**src/rtl/serial_tx_pkg.sv**
```systemverilog
package serial_tx_pkg;

    // Frame format, sampled when a byte enters the shifter
    typedef struct packed {
        logic [1:0] wlen;
        logic       two_stop;
        logic       par_en;
        logic       par_even;
        logic       par_stick;
    } txcfg_t;

endpackage

```
**src/rtl/sertx_baud.sv**
```systemverilog
module sertx_baud #(
    parameter int DIV_W = 16
) (
    input  logic             clk,
    input  logic             rst_n,
    input  logic [DIV_W-1:0] divisor,
    input  logic             restart,
    output logic             tick
);

    typedef struct packed {
        logic [DIV_W-1:0] cnt;
    } baud_st_t;

    baud_st_t         st_d, st_q;
    logic [DIV_W-1:0] term;

    always_comb begin
        // zero divisor behaves as one
        term = (divisor == '0) ? '0 : divisor - DIV_W'(1);
        tick = (st_q.cnt >= term);
        st_d = st_q;
        if (restart || tick) begin
            st_d.cnt = '0;
        end else begin
            st_d.cnt = st_q.cnt + DIV_W'(1);
        end
    end

    always_ff @(posedge clk or negedge rst_n) begin
        if (!rst_n) begin
            st_q <= '0;
        end else begin
            st_q <= st_d;
        end
    end

endmodule

```
**src/rtl/sertx_hold.sv**
```systemverilog
module sertx_hold #(
    parameter int DATA_W = 8
) (
    input  logic              clk,
    input  logic              rst_n,
    input  logic              wr_en,
    input  logic [DATA_W-1:0] wr_data,
    input  logic              take,
    output logic              valid,
    output logic [DATA_W-1:0] data
);

    typedef struct packed {
        logic              valid;
        logic [DATA_W-1:0] data;
    } hold_st_t;

    hold_st_t st_d, st_q;
    logic     accept;

    always_comb begin
        accept = wr_en && (!st_q.valid || take);
        st_d   = st_q;
        if (take) begin
            st_d.valid = 1'b0;
        end
        if (accept) begin
            st_d.valid = 1'b1;
            st_d.data  = wr_data;
        end
    end

    always_ff @(posedge clk or negedge rst_n) begin
        if (!rst_n) begin
            st_q <= '0;
        end else begin
            st_q <= st_d;
        end
    end

    assign valid = st_q.valid;
    assign data  = st_q.data;

endmodule

```
**src/rtl/sertx_shift.sv**
```systemverilog
module sertx_shift
    import serial_tx_pkg::*;
#(
    parameter int DATA_W = 8,
    parameter int OVS    = 16
) (
    input  logic              clk,
    input  logic              rst_n,
    input  logic              tick,
    input  logic              hold_valid,
    input  logic [DATA_W-1:0] hold_data,
    input  txcfg_t            cfg,
    output logic              take,
    output logic              line,
    output logic              busy
);

    localparam int MIN_BITS = DATA_W - 3;
    localparam int FRAME_W  = DATA_W + 4;
    localparam int LEFT_W   = $clog2(FRAME_W + 1);
    localparam int SUB_W    = (OVS > 1) ? $clog2(OVS) : 1;

    typedef struct packed {
        logic               busy;
        logic [FRAME_W-1:0] frame;
        logic [LEFT_W-1:0]  left;
        logic [SUB_W-1:0]   sub;
    } sh_st_t;

    sh_st_t             st_d, st_q;
    logic [FRAME_W-1:0] new_frame;
    logic [LEFT_W-1:0]  new_len;
    logic               par_bit;
    logic               odd_ones;
    logic               bit_end;
    logic               last_bit;
    int                 nd;

    // Frame assembly: start, data LSB first, parity, stop ones
    always_comb begin : build
        nd        = MIN_BITS + int'(cfg.wlen);
        odd_ones  = 1'b0;
        new_frame = '1;
        new_frame[0] = 1'b0;
        for (int i = 0; i < DATA_W; i++) begin
            if (i < nd) begin
                new_frame[i+1] = hold_data[i];
                odd_ones       = odd_ones ^ hold_data[i];
            end
        end
        if (cfg.par_stick) begin
            par_bit = ~cfg.par_even;
        end else if (cfg.par_even) begin
            par_bit = odd_ones;
        end else begin
            par_bit = ~odd_ones;
        end
        for (int i = 1; i < FRAME_W; i++) begin
            if (cfg.par_en && (i == nd + 1)) begin
                new_frame[i] = par_bit;
            end
        end
        new_len = LEFT_W'(2 + nd + int'(cfg.par_en) + int'(cfg.two_stop));
    end

    // Bit sequencing
    always_comb begin : advance
        bit_end  = st_q.busy && tick && (st_q.sub == SUB_W'(OVS - 1));
        last_bit = bit_end && (st_q.left == LEFT_W'(1));
        take     = hold_valid && (!st_q.busy || last_bit);
        st_d     = st_q;
        if (st_q.busy && tick) begin
            st_d.sub = st_q.sub + SUB_W'(1);
        end
        if (bit_end) begin
            st_d.sub   = '0;
            st_d.frame = {1'b1, st_q.frame[FRAME_W-1:1]};
            st_d.left  = st_q.left - LEFT_W'(1);
            if (last_bit) begin
                st_d.busy = 1'b0;
            end
        end
        if (take) begin
            st_d.busy  = 1'b1;
            st_d.frame = new_frame;
            st_d.left  = new_len;
            st_d.sub   = '0;
        end
    end

    always_ff @(posedge clk or negedge rst_n) begin
        if (!rst_n) begin
            st_q <= '0;
        end else begin
            st_q <= st_d;
        end
    end

    assign line = st_q.busy ? st_q.frame[0] : 1'b1;
    assign busy = st_q.busy;

endmodule

```
**src/rtl/serial_tx.sv**
```systemverilog
module serial_tx
    import serial_tx_pkg::*;
#(
    parameter int DIV_W  = 16,
    parameter int DATA_W = 8,
    parameter int OVS    = 16
) (
    input  logic              clk,
    input  logic              rst_n,
    input  logic [DIV_W-1:0]  divisor,
    input  logic              wr_en,
    input  logic [DATA_W-1:0] wr_data,
    input  logic [1:0]        word_len,
    input  logic              two_stop,
    input  logic              par_en,
    input  logic              par_even,
    input  logic              par_stick,
    input  logic              brk,
    output logic              txd,
    output logic              hold_empty,
    output logic              tx_idle
);

    txcfg_t            cfg;
    logic              tick;
    logic              take;
    logic              hold_valid;
    logic [DATA_W-1:0] hold_data;
    logic              line;
    logic              busy;

    always_comb begin
        cfg.wlen      = word_len;
        cfg.two_stop  = two_stop;
        cfg.par_en    = par_en;
        cfg.par_even  = par_even;
        cfg.par_stick = par_stick;
    end

    sertx_baud #(.DIV_W(DIV_W)) u_baud (
        .clk     (clk),
        .rst_n   (rst_n),
        .divisor (divisor),
        .restart (take),
        .tick    (tick)
    );

    sertx_hold #(.DATA_W(DATA_W)) u_hold (
        .clk     (clk),
        .rst_n   (rst_n),
        .wr_en   (wr_en),
        .wr_data (wr_data),
        .take    (take),
        .valid   (hold_valid),
        .data    (hold_data)
    );

    sertx_shift #(.DATA_W(DATA_W), .OVS(OVS)) u_shift (
        .clk        (clk),
        .rst_n      (rst_n),
        .tick       (tick),
        .hold_valid (hold_valid),
        .hold_data  (hold_data),
        .cfg        (cfg),
        .take       (take),
        .line       (line),
        .busy       (busy)
    );

    assign txd        = brk ? 1'b0 : line;
    assign hold_empty = ~hold_valid;
    assign tx_idle    = ~hold_valid & ~busy;

endmodule

```
**config.mk**
```make
export PLATFORM = sky130hd
export DESIGN_NAME = serial_tx
export DESIGN_NICKNAME = d
export VERILOG_FILES = /design/src/rtl/serial_tx_pkg.sv /design/src/rtl/sertx_baud.sv /design/src/rtl/sertx_hold.sv /design/src/rtl/sertx_shift.sv /design/src/rtl/serial_tx.sv
export SDC_FILE = /design/constraint.sdc
export NUM_CORES = 1
export LEC_CHECK = 0
export BUFFER_PORTS_ARGS = -buffer_cell sky130_fd_sc_hd__buf_2
export CAP_MARGIN = 20
export CORE_MARGIN = 1
export CORE_UTILIZATION = 29
export DETAILED_ROUTE_END_ITERATION = 10
export RECOVER_POWER = 50
export SLEW_MARGIN = 20
export SYNTH_ARGS = -nofsm -noshare
export SYNTH_HDL_FRONTEND = slang
export SYNTH_SLANG_ARGS = --single-unit
```
**constraint.sdc**
```tcl
create_clock -name clk -period 2.75 [get_ports clk]
set_input_delay 0.55 -clock clk [delete_from_list [all_inputs] [get_ports clk]]
set_output_delay 0.55 -clock clk [all_outputs]
set_load 0.01 [all_outputs]
```
==> flow_summary.yaml, run 1 <==
synthesis:
  synth_area_um2: 3380
  synth_cells: 333
  synthesis.nets: 399
  ys_seq_area_share_pct: 34.1
  synth_top_area_share_pct: 34.1
  yosysWarnings: 0
  yosysTopAreaCell: "dfrtp_1"
  synth_top_family_by_area: "simple AND/OR/NAND/NOR gates"
  synth_edf_count: 0
  postSynthAreaPerCell_um2: 10.1
  synth_ff_type: "dfrtp_1"
  synth_adder_area_share_pct: 12.1
  yosysMostFrequentCell: "dfrtp_1"
  synth_compound_area_share_pct: 9.63
  synthArstFlopShare_pct: 100
  synthSimpleGateAreaFrac_pct: 19.2
  ys_types: 59
  synth_common_cells: "dfrtp_1 (46), nand2_1 (37), ha_1 (31), nor2_1 (25), mux2i_1 (22)"
  synth_xor_area_share_pct: 10.0
  ys_top_cells_by_area: "dfrtp_1 (34%), ha_1 (11%), mux2i_1 (6.5%)"
  synthMuxAreaShare_pct: 12.0
  synth-seq-cells: 46
sta:
  fmax_ghz: 0.278
  fin_hold_ws_ns: 0.460
  tightest_slew_ns: 1.11
  clock_skew_ns: 0.00969
  min_period_ns: 3.59
  finalHoldViolCount: 0
  fin_crit_sh_pct: 131
  relSlewSlack_pct: 25.7
  finalSetupViolCount: 46
  finalWorstSetupSlack_ns: -0.841
  rsz0062_at_grt: "true"
  slew_viol_final: 0
floorplanning:
  row_count: 39
  die_x_um: 110
  die_height_um: 110
  ios: 37
  start_util_pct: 29.7
  die-area_um2: 12100
  fp.coreArea_um2: 11400
placement:
  dp_cells: 549
  io_buffers: 36
  gp_congestion: 0.791
  hpwlAfterDp_um: 5680
clock_network:
  cts_sinks: 46
  tritoncts: "yes"
  clk_pin_slew_ns: 0.06
  numCtsBuffers: 5
  htreeDepth: 2
  cts_root_buffer: "clkbuf_16"
  cts_hold_buf: 0
  clock_latency_ns: 0.28
  clockBufferDepth: 2
outcome:
  status: "finished, violations left"
  violations: "setup timing"
pwr:
  combPwrFrac_pct: 22.8
  p_leak_nw: 2.32
  swShare_pct: 27.1
  ir_worst_vdd_mv: 0.259
  p_int_mw: 1.40
  p_clk_share_pct: 36.0
  seq_power_share_pct: 41.2
  powerDensity_nw_per_um2: 407
  p_sw_mw: 0.521
detailed_routing:
  drt_pass1_iterations: 4
  antenna_left: 0
  wire_per_inst_um: 13.0
  drtIter0Drc: 95
  drc: 0
  via_per_inst: 4.63
  vias: 2664
  wl_um: 7490
final_layout:
  fillerInstances: 1103
  instances_no_fill: 576
  antenna_cells: 0
  area_delta_synth_final_pct: 39.8
  drive_gt1_share_pct: 40.6
  final_nets: 499
setup_path:
  crit_required_ns: 2.92
  crit_slowest_cell: "or4_4"
  critPathMostFrequentCell: "buf_6"
  cp_max_fo: 6
  cp-start-kind: "primary input"
  path_class: "primary input to flip-flop"
  slowest_delay_ns: 0.55
  crit_chain: "buf_6 > or4_4 > nor4_4 > nand2b_1 > nor2_4 > nand3_2 > nor3_2 > a21oi_1 > ha_1 > nand4_4 > nor3_4 > buf_6 > a22oi_4 > a21oi_4 > buf_6 > o21ai_4 > buf_4 > mux2_4"
  end_kind: "flip-flop"
  worstPathArrival_ns: 3.76
grt:
  grt_usage_pct: 13.4
  grt_pass1_vias: 2750
  overflow: 0
  grt_max_degree: 22
  grt_pass1_wl_um: 12800
  antenna_found_initial: 0
hold_path:
  worstHoldPathType: "primary input to asynchronous set/reset pin"
run:
  cap_viol_max_count: 0
state kept, by name, summed over array words and instances (netlist names):
| signal | cells |
|---|---|
| u_shift.st_q | 20 |
| u_hold.data | 8 |
| u_hold.valid | 1 |
| u_baud.st_q | 16 |
| u_shift.busy | 1 |
power by group through the flow:
stage,combinational (mW),sequential [mW],clock (mW)
floorplan,0.225,0.780,0
global placement,0.340,0.794,0
detailed placement,0.353,0.796,0
CTS,0.424,0.791,0.709
global route,0.485,0.799,0.736
finish,0.439,0.791,0.692
path summary, 6_finish.rpt:
path                                          to  slack (ns)  depth (start not counted)       startpoint
worst max-delay path             u_shift.st_q[9]       -0.84                         18       divisor[7]
worst min-delay path            u_shift.st_q[10]        0.46                          1            rst_n
worst max register to register   u_shift.st_q[9]        0.32                          9   u_baud.st_q[9]
worst min register to register   u_shift.st_q[8]        0.52                          2  u_shift.st_q[9]
max in group asynchronous        u_shift.st_q[8]        1.11                          2            rst_n
min in group clk                  u_hold.data[6]        0.50                          2       wr_data[6]
cell families after synthesis:
logic type / after synthesis
mux: 38
xor+xnor: 37
fa+ha+maj: 32
buf+inv: 20
flops: 46
simple gates: 119
compound gates: 41
timing repair:
action,in CTS,in global routing
setup buffers,10,11
setup endpoints to repair,46,46
pin swaps,18,9
gates resized for setup,36,13
layer usage:
| layer | part of all wire (%) | global-route usage, % | vias to the layer above |
|---|---|---|---|
| met5 | 0 | 0 | - |
| met4 | 0.91 | 2.67 | 0 |
| met2 | 50 | 23.8 | 50 |
| met1 | 46 | 17.0 | 1249 |
| li1 | - | - | 1355 |
| met3 | 3.4 | 2.19 | 10 |
cell type report:
type / count / area, µm² / share of cell area, %
clock inverter: 1 / 30.0 / 0.636
inverter: 15 / 56.3 / 1.19
sequential: 46 / 1150 / 24.4
clock buffer: 6 / 139 / 2.94
multi-input combinational: 267 / 2430 / 51.5
tap: 143 / 179 / 3.79
timing repair buffer: 98 / 737 / 15.6
worst max-delay path, delay by kind of cell:
kind | cells | cell delay [ns]
fa+ha+maj | 1 | 0.37
mux | 1 | 0.29
compound gates | 4 | 0.37
buf+inv | 4 | 0.52
simple gates | 8 | 1.67
metrics by stage:
step | utilization, % | total power, mW | setup WS (ns) | area [µm²] | setup TNS [ns]
final | 41.5 | 1.92 | -0.841 | 4720 | -35.00
after global routing | 41.5 | 2.02 | -0.992 | 4720 | -42.10
after CTS | 40.4 | 1.92 | -0.838 | 4590 | -34.30
after detailed placement | 36.6 | 1.15 | -1.37 | 4160 | -57.89
after global placement | 36.6 | 1.13 | -1.27 | 4160 | -53.57
after floorplan | - | 1.00 | -1.03 | 3500 | -39.67
layout by cell type (no fill, tap or decap), types with 3 or more instances in the layout:
master and instances:
a21oi_1 8, a21oi_2 4, and3_1 6, buf_12 4
buf_2 33, buf_4 48, buf_6 11, clkbuf_16 5
dfrtp_1 46, ha_1 24, ha_4 7, inv_1 15
mux2_2 4, mux2_4 12, mux2i_1 22, nand2_1 31
nand2_2 4, nand2_4 3, nand3_1 8, nor2_1 22
nor2_2 4, nor2_4 9, nor3_1 3, nor3_2 3
nor3b_1 3, o21ai_0 4, xnor2_1 17, xor2_1 19
Note: power is estimated with default switching activity, not from simulation.
==> inputs of run 2 (changes only) <==
--- a/config.mk
+++ b/config.mk
@@ -10,6 +10,7 @@
 export CORE_MARGIN = 1
 export CORE_UTILIZATION = 29
 export DETAILED_ROUTE_END_ITERATION = 10
+export PLACE_DENSITY_LB_ADDON = 0.08
 export RECOVER_POWER = 50
 export SLEW_MARGIN = 20
 export SYNTH_ARGS = -nofsm -noshare
==> run 2 against run 1 <==
  * The run still ends with setup timing left
  * Register-to-register slack better by 0.03 ns
  * First-iteration DRC count down 41%
  * Global-route usage up 1.6 points
  * Routed wire length up 5.3%
  * Clock skew down 0.0033 ns
  * Power down 2.6%
  * Combinational power up 4%
  * Flip-flop and latch count unchanged
  * Critical path depth down 1
  * Critical endpoint is now u_hold.data[7]
  * Highest routed layer unchanged
==> flow_summary.yaml, run 2 (synthesis results as in run 1) <==
clock_network:
  clk_pin_slew_ns: 0.07
  cts_root_buffer: "clkbuf_16"
  clockBufferDepth: 2
  htreeDepth: 2
  tritoncts: "yes"
  cts_hold_buf: 0
  cts_sinks: 46
  numCtsBuffers: 5
  clock_latency_ns: 0.28
placement:
  hpwlAfterDp_um: 6240
  io_buffers: 36
  gp_congestion: 0.736
grt:
  overflow: 0
  grt_pass1_wl_um: 13900
  grt_max_degree: 28
  antenna_found_initial: 0
  grt_pass1_vias: 2780
  grt_usage_pct: 15.0
detailed_routing:
  drtIter0Drc: 56
  drc: 0
  antenna_left: 0
  via_per_inst: 4.58
  wl_um: 7880
  drt_pass1_iterations: 4
  wire_per_inst_um: 13.7
  vias: 2627
pwr:
  p_clk_share_pct: 33.4
  p_sw_mw: 0.555
  p_int_mw: 1.32
  p_leak_nw: 2.29
  combPwrFrac_pct: 24.4
  swShare_pct: 29.6
  seq_power_share_pct: 42.1
  ir_worst_vdd_mv: 0.276
  powerDensity_nw_per_um2: 396
final_layout:
  top_register: "u_shift.st_q"
  fin_util_pct: 41.6
  layout_common_cells: "dfrtp_1 (46), buf_4 (45), buf_2 (33)"
  antenna_cells: 0
  drive_gt1_share_pct: 40.9
  final_nets: 495
  largest_reg_flops: 20
  fillerInstances: 1153
  seq_area_um2: 1150
  mostFrequentLayoutCell: "dfrtp_1"
  area_delta_synth_final_pct: 40.2
  multi_input_area_um2: 2490
sta:
  relSlewSlack_pct: 3.37
  fin_tns_setup_ns: -32.20
  fin_crit_sh_pct: 128
  rsz0062_at_grt: "true"
  finalSetupViolCount: 46
  finalHoldViolCount: 0
  tightest_slew_ns: 1.45
  slew_viol_final: 0
  fmax_ghz: 0.284
  clock_skew_ns: 0.00641
  finalWorstSetupSlack_ns: -0.769
  min_period_ns: 3.52
setup_path:
  cp_max_fo: 8
  cp-start-kind: "primary input"
  path_class: "primary input to flip-flop"
  worstPathArrival_ns: 3.69
  crit_required_ns: 2.92
  end_kind: "flip-flop"
floorplanning:
  ios: 37
  die-area_um2: 12100
  row_count: 39
  die_x_um: 110
  fp.coreArea_um2: 11400
  start_util_pct: 29.7
  die_height_um: 110
outcome:
  status: "finished, violations left"
  violations: "setup timing"
run:
  cap_viol_max_count: 0
hold_path:
  worstHoldPathType: "primary input to flip-flop"
## run 2: cell types whose count changed in the layout (fill, tap and decap cells not counted), sizes merged
cell | before | now
buf | 96 | 92
bufinv | 1 | 0
clkbuf | 8 | 7
clkinv | 0 | 1
clkinvlp | 0 | 1
nand2 | 38 | 39
## run 2: power by group through the flow
stage               Sequential (mW)  Clock, mW  Combinational, mW
CTS                           0.790      0.642              0.450
global placement              0.801          0              0.361
global route                  0.799      0.673              0.514
floorplan                     0.780          0              0.225
finish                        0.789      0.625              0.458
detailed placement            0.799          0              0.362
## run 2: final timing paths
check / start / endpoint / slack, ns / depth (start not counted)
hold reg to reg: u_hold.data[7] / u_hold.data[7] / 0.54 / 1
max in group asynchronous: rst_n / u_baud.st_q[10] / 1.26 / 2
setup reg to reg: u_baud.st_q[2] / u_hold.data[7] / 0.35 / 9
min in group asynchronous: rst_n / u_shift.st_q[0] / 0.59 / 1
setup / recovery: divisor[8] / u_hold.data[7] / -0.77 / 17
hold / removal: wr_data[2] / u_hold.data[2] / 0.49 / 2
## run 2: critical path, stage by stage
cell      delay, ns
buf_6          0.09
or4_4          0.54
nor4_4         0.16
nand2b_1       0.14
nor2_4         0.14
buf_12         0.13
nand2_8        0.08
nand2_4        0.10
ha_4           0.20
a21oi_2        0.12
nand2_1        0.05
a221o_1        0.38
a22oi_4        0.22
a21oi_4        0.13
o21ai_4        0.18
buf_12         0.15
mux2_4         0.30
## run 2: cell type report
class                      count  share of cell area (%)
multi-input combinational    268                    52.7
sequential                    46                    24.3
timing repair buffer          93                    14.9
inverter                      15                    1.19
tap                          143                    3.78
clock buffer                   6                    2.93
clock inverter                 2                   0.264
## run 2: per-stage QoR
stage	hold WS (ns)	cell area [µm²]	power (mW)	cells	worst slack, ns
6_report	0.489	4730	1.87	573	-0.769
3_5_place_dp	0.532	4200	1.16	558	-1.42
4_1_cts	0.302	4650	1.88	572	-0.774
5_1_grt	0.484	4730	1.99	573	-0.914
3_3_place_gp	0.523	4200	1.16	558	-1.38
2_1_floorplan	0.254	3500	1.00	333	-1.03
## run 2: repair_timing
action                                  in CTS  in global routing
pin swaps                                   25                  8
endpoints found under the setup margin      46                 46
gates resized for setup                     44                 15
buffers inserted                             5                  1
gates cloned                                 1                  0
## run 2: routing by layer
| layer | up-vias | global-route usage [%] | part of all wire (%) |
|---|---|---|---|
| met5 | - | 0 | 0 |
| met4 | 0 | 3.43 | 1.1 |
| met3 | 8 | 2.13 | 1.6 |
| met2 | 18 | 23.4 | 45 |
| met1 | 1240 | 21.6 | 52 |
| li1 | 1361 | - | - |
==> inputs of run 3 (changes only) <==
--- a/config.mk
+++ b/config.mk
@@ -10,8 +10,10 @@
 export CORE_MARGIN = 1
 export CORE_UTILIZATION = 29
 export DETAILED_ROUTE_END_ITERATION = 10
+export MAX_ROUTING_LAYER = met4
 export PLACE_DENSITY_LB_ADDON = 0.08
 export RECOVER_POWER = 50
+export SETUP_SLACK_MARGIN = 0.02
 export SLEW_MARGIN = 20
 export SYNTH_ARGS = -nofsm -noshare
 export SYNTH_HDL_FRONTEND = slang
==> run 3 against run 2 <==
  * Power decreased by 0.21%
  * Utilization unchanged
  * Combinational power about the same
  * Final cell count unchanged
  * Non-clock buffer count unchanged
  * Global-route usage increased by 0.43 points
  * Via count increased by 0.23%
  * Largest cell class unchanged
  * The run still ends with setup timing left
==> flow_summary.yaml, run 3 (synthesis results as in run 1) <==
final_layout:
  layout_common_cells: "dfrtp_1 (46), buf_4 (45), buf_2 (33)"
  drive_gt1_share_pct: 40.9
  top_register: "u_shift.st_q"
  instances_no_fill: 573
  antenna_cells: 0
  mostFrequentLayoutCell: "dfrtp_1"
  largest_reg_flops: 20
  postLayoutCellArea_um2: 4730
  area_delta_synth_final_pct: 40.2
  fin_util_pct: 41.6
  final_nets: 495
  fillerInstances: 1153
outcome:
  violations: "setup timing"
  status: "finished, violations left"
placement:
  hpwlAfterDp_um: 6240
  dp_cells: 558
  postPlaceCellArea_um2: 4200
  place_ws_ns: -1.42
  gp_congestion: 0.745
  io_buffers: 36
clock_network:
  clk_pin_slew_ns: 0.06
  cts_root_buffer: "clkbuf_16"
  cts_sinks: 46
  clockBufferDepth: 2
  htreeDepth: 2
  cts_hold_buf: 0
  numCtsBuffers: 5
  clock_latency_ns: 0.28
  tritoncts: "yes"
setup_path:
  path_class: "primary input to flip-flop"
  crit_required_ns: 2.92
  cp_max_fo: 8
  cp-start-kind: "primary input"
  worstPathArrival_ns: 3.69
  end_kind: "flip-flop"
sta:
  fin_tns_setup_ns: -32.18
  clock_skew_ns: 0.00665
  fmax_ghz: 0.284
  rsz0062_at_grt: "true"
  finalSetupViolCount: 46
  finalHoldViolCount: 0
  tightest_slew_ns: 1.45
  min_period_ns: 3.52
  finalWorstSetupSlack_ns: -0.769
  relSlewSlack_pct: 3.58
  fin_crit_sh_pct: 128
  slew_viol_final: 0
floorplanning:
  fp.coreArea_um2: 11400
  row_count: 39
  ios: 37
  start_util_pct: 29.7
  die_height_um: 110
  die_x_um: 110
  die-area_um2: 12100
grt:
  grt_pass1_wl_um: 13900
  grt_usage_pct: 15.4
  grt_max_degree: 28
  grt_pass1_vias: 2779
  overflow: 0
  antenna_found_initial: 0
detailed_routing:
  drt_pass1_iterations: 4
  via_per_inst: 4.60
  drtIter0Drc: 50
  antenna_left: 0
  vias: 2633
  wire_per_inst_um: 13.8
  wl_um: 7880
  drc: 0
pwr:
  combPwrFrac_pct: 24.5
  powerDensity_nw_per_um2: 395
  seq_power_share_pct: 42.3
  p_leak_nw: 2.29
  p_sw_mw: 0.551
  p_clk_share_pct: 33.2
  ir_worst_vdd_mv: 0.276
  p_int_mw: 1.32
  swShare_pct: 29.5
run:
  cap_viol_max_count: 0
hold_path:
  worstHoldPathType: "primary input to flip-flop"
run 3: cell type report:
| type | count | area [µm²] | area share, % |
|---|---|---|---|
| well taps | 143 | 179 | 3.78 |
| clock buffers | 6 | 139 | 2.93 |
| repair buffers | 93 | 703 | 14.9 |
| inverters | 15 | 56.3 | 1.19 |
| clock inverters | 2 | 12.5 | 0.264 |
| flip-flops and latches | 46 | 1150 | 24.3 |
| multi-input cells | 268 | 2490 | 52.7 |
run 3: worst max-delay path, cell delays in order:
cell and delay (ns):
buf_6 0.09, or4_4 0.54, nor4_4 0.16, nand2b_1 0.14
nor2_4 0.14, buf_12 0.13, nand2_8 0.08, nand2_4 0.10
ha_4 0.20, a21oi_2 0.12, nand2_1 0.05, a221o_1 0.38
a22oi_4 0.22, a21oi_4 0.13, o21ai_4 0.18, buf_12 0.15
mux2_4 0.30
run 3: layer usage:
layer	vias up	part of all wire [%]	GRT usage [%]
li1	1362	-	-
met1	1243	52	21.6
met2	20	45	23.4
met3	8	1.7	2.13
met4	0	1.1	3.43
met5	-	0	-
run 3: what timing repair did:
item | 4_1_cts | 5_1_grt
gates cloned | 1 | 0
setup endpoints to repair | 46 | 46
pin swaps | 25 | 8
setup buffers | 5 | 1
endpoints found under the hold margin | 0 | 0
resized for setup | 44 | 15
run 3: path summary, 6_finish.rpt:
check / startpoint / to / slack (ns) / depth (start not counted)
min in group asynchronous: rst_n / u_shift.st_q[0] / 0.59 / 1
worst min-delay path: wr_data[2] / u_hold.data[2] / 0.49 / 2
worst max-delay path: divisor[8] / u_hold.data[0] / -0.77 / 17
max in group asynchronous: rst_n / u_baud.st_q[10] / 1.26 / 2
worst min register to register: u_hold.data[7] / u_hold.data[7] / 0.54 / 1
worst max register to register: u_baud.st_q[2] / u_hold.data[0] / 0.35 / 9
run 3: through the flow:
stage / total power [mW] / hold slack [ns]
after floorplan: 1.00 / 0.254
after global placement: 1.16 / 0.523
after detailed placement: 1.16 / 0.532
after CTS: 1.88 / 0.302
after global routing: 1.98 / 0.485
final: 1.87 / 0.491
run 3: power groups by stage:
stage | clock [mW] | sequential (mW) | combinational, mW
floorplan | 0 | 0.780 | 0.225
global placement | 0 | 0.801 | 0.361
detailed placement | 0 | 0.799 | 0.362
CTS | 0.642 | 0.790 | 0.450
global route | 0.672 | 0.799 | 0.514
finish | 0.621 | 0.790 | 0.457
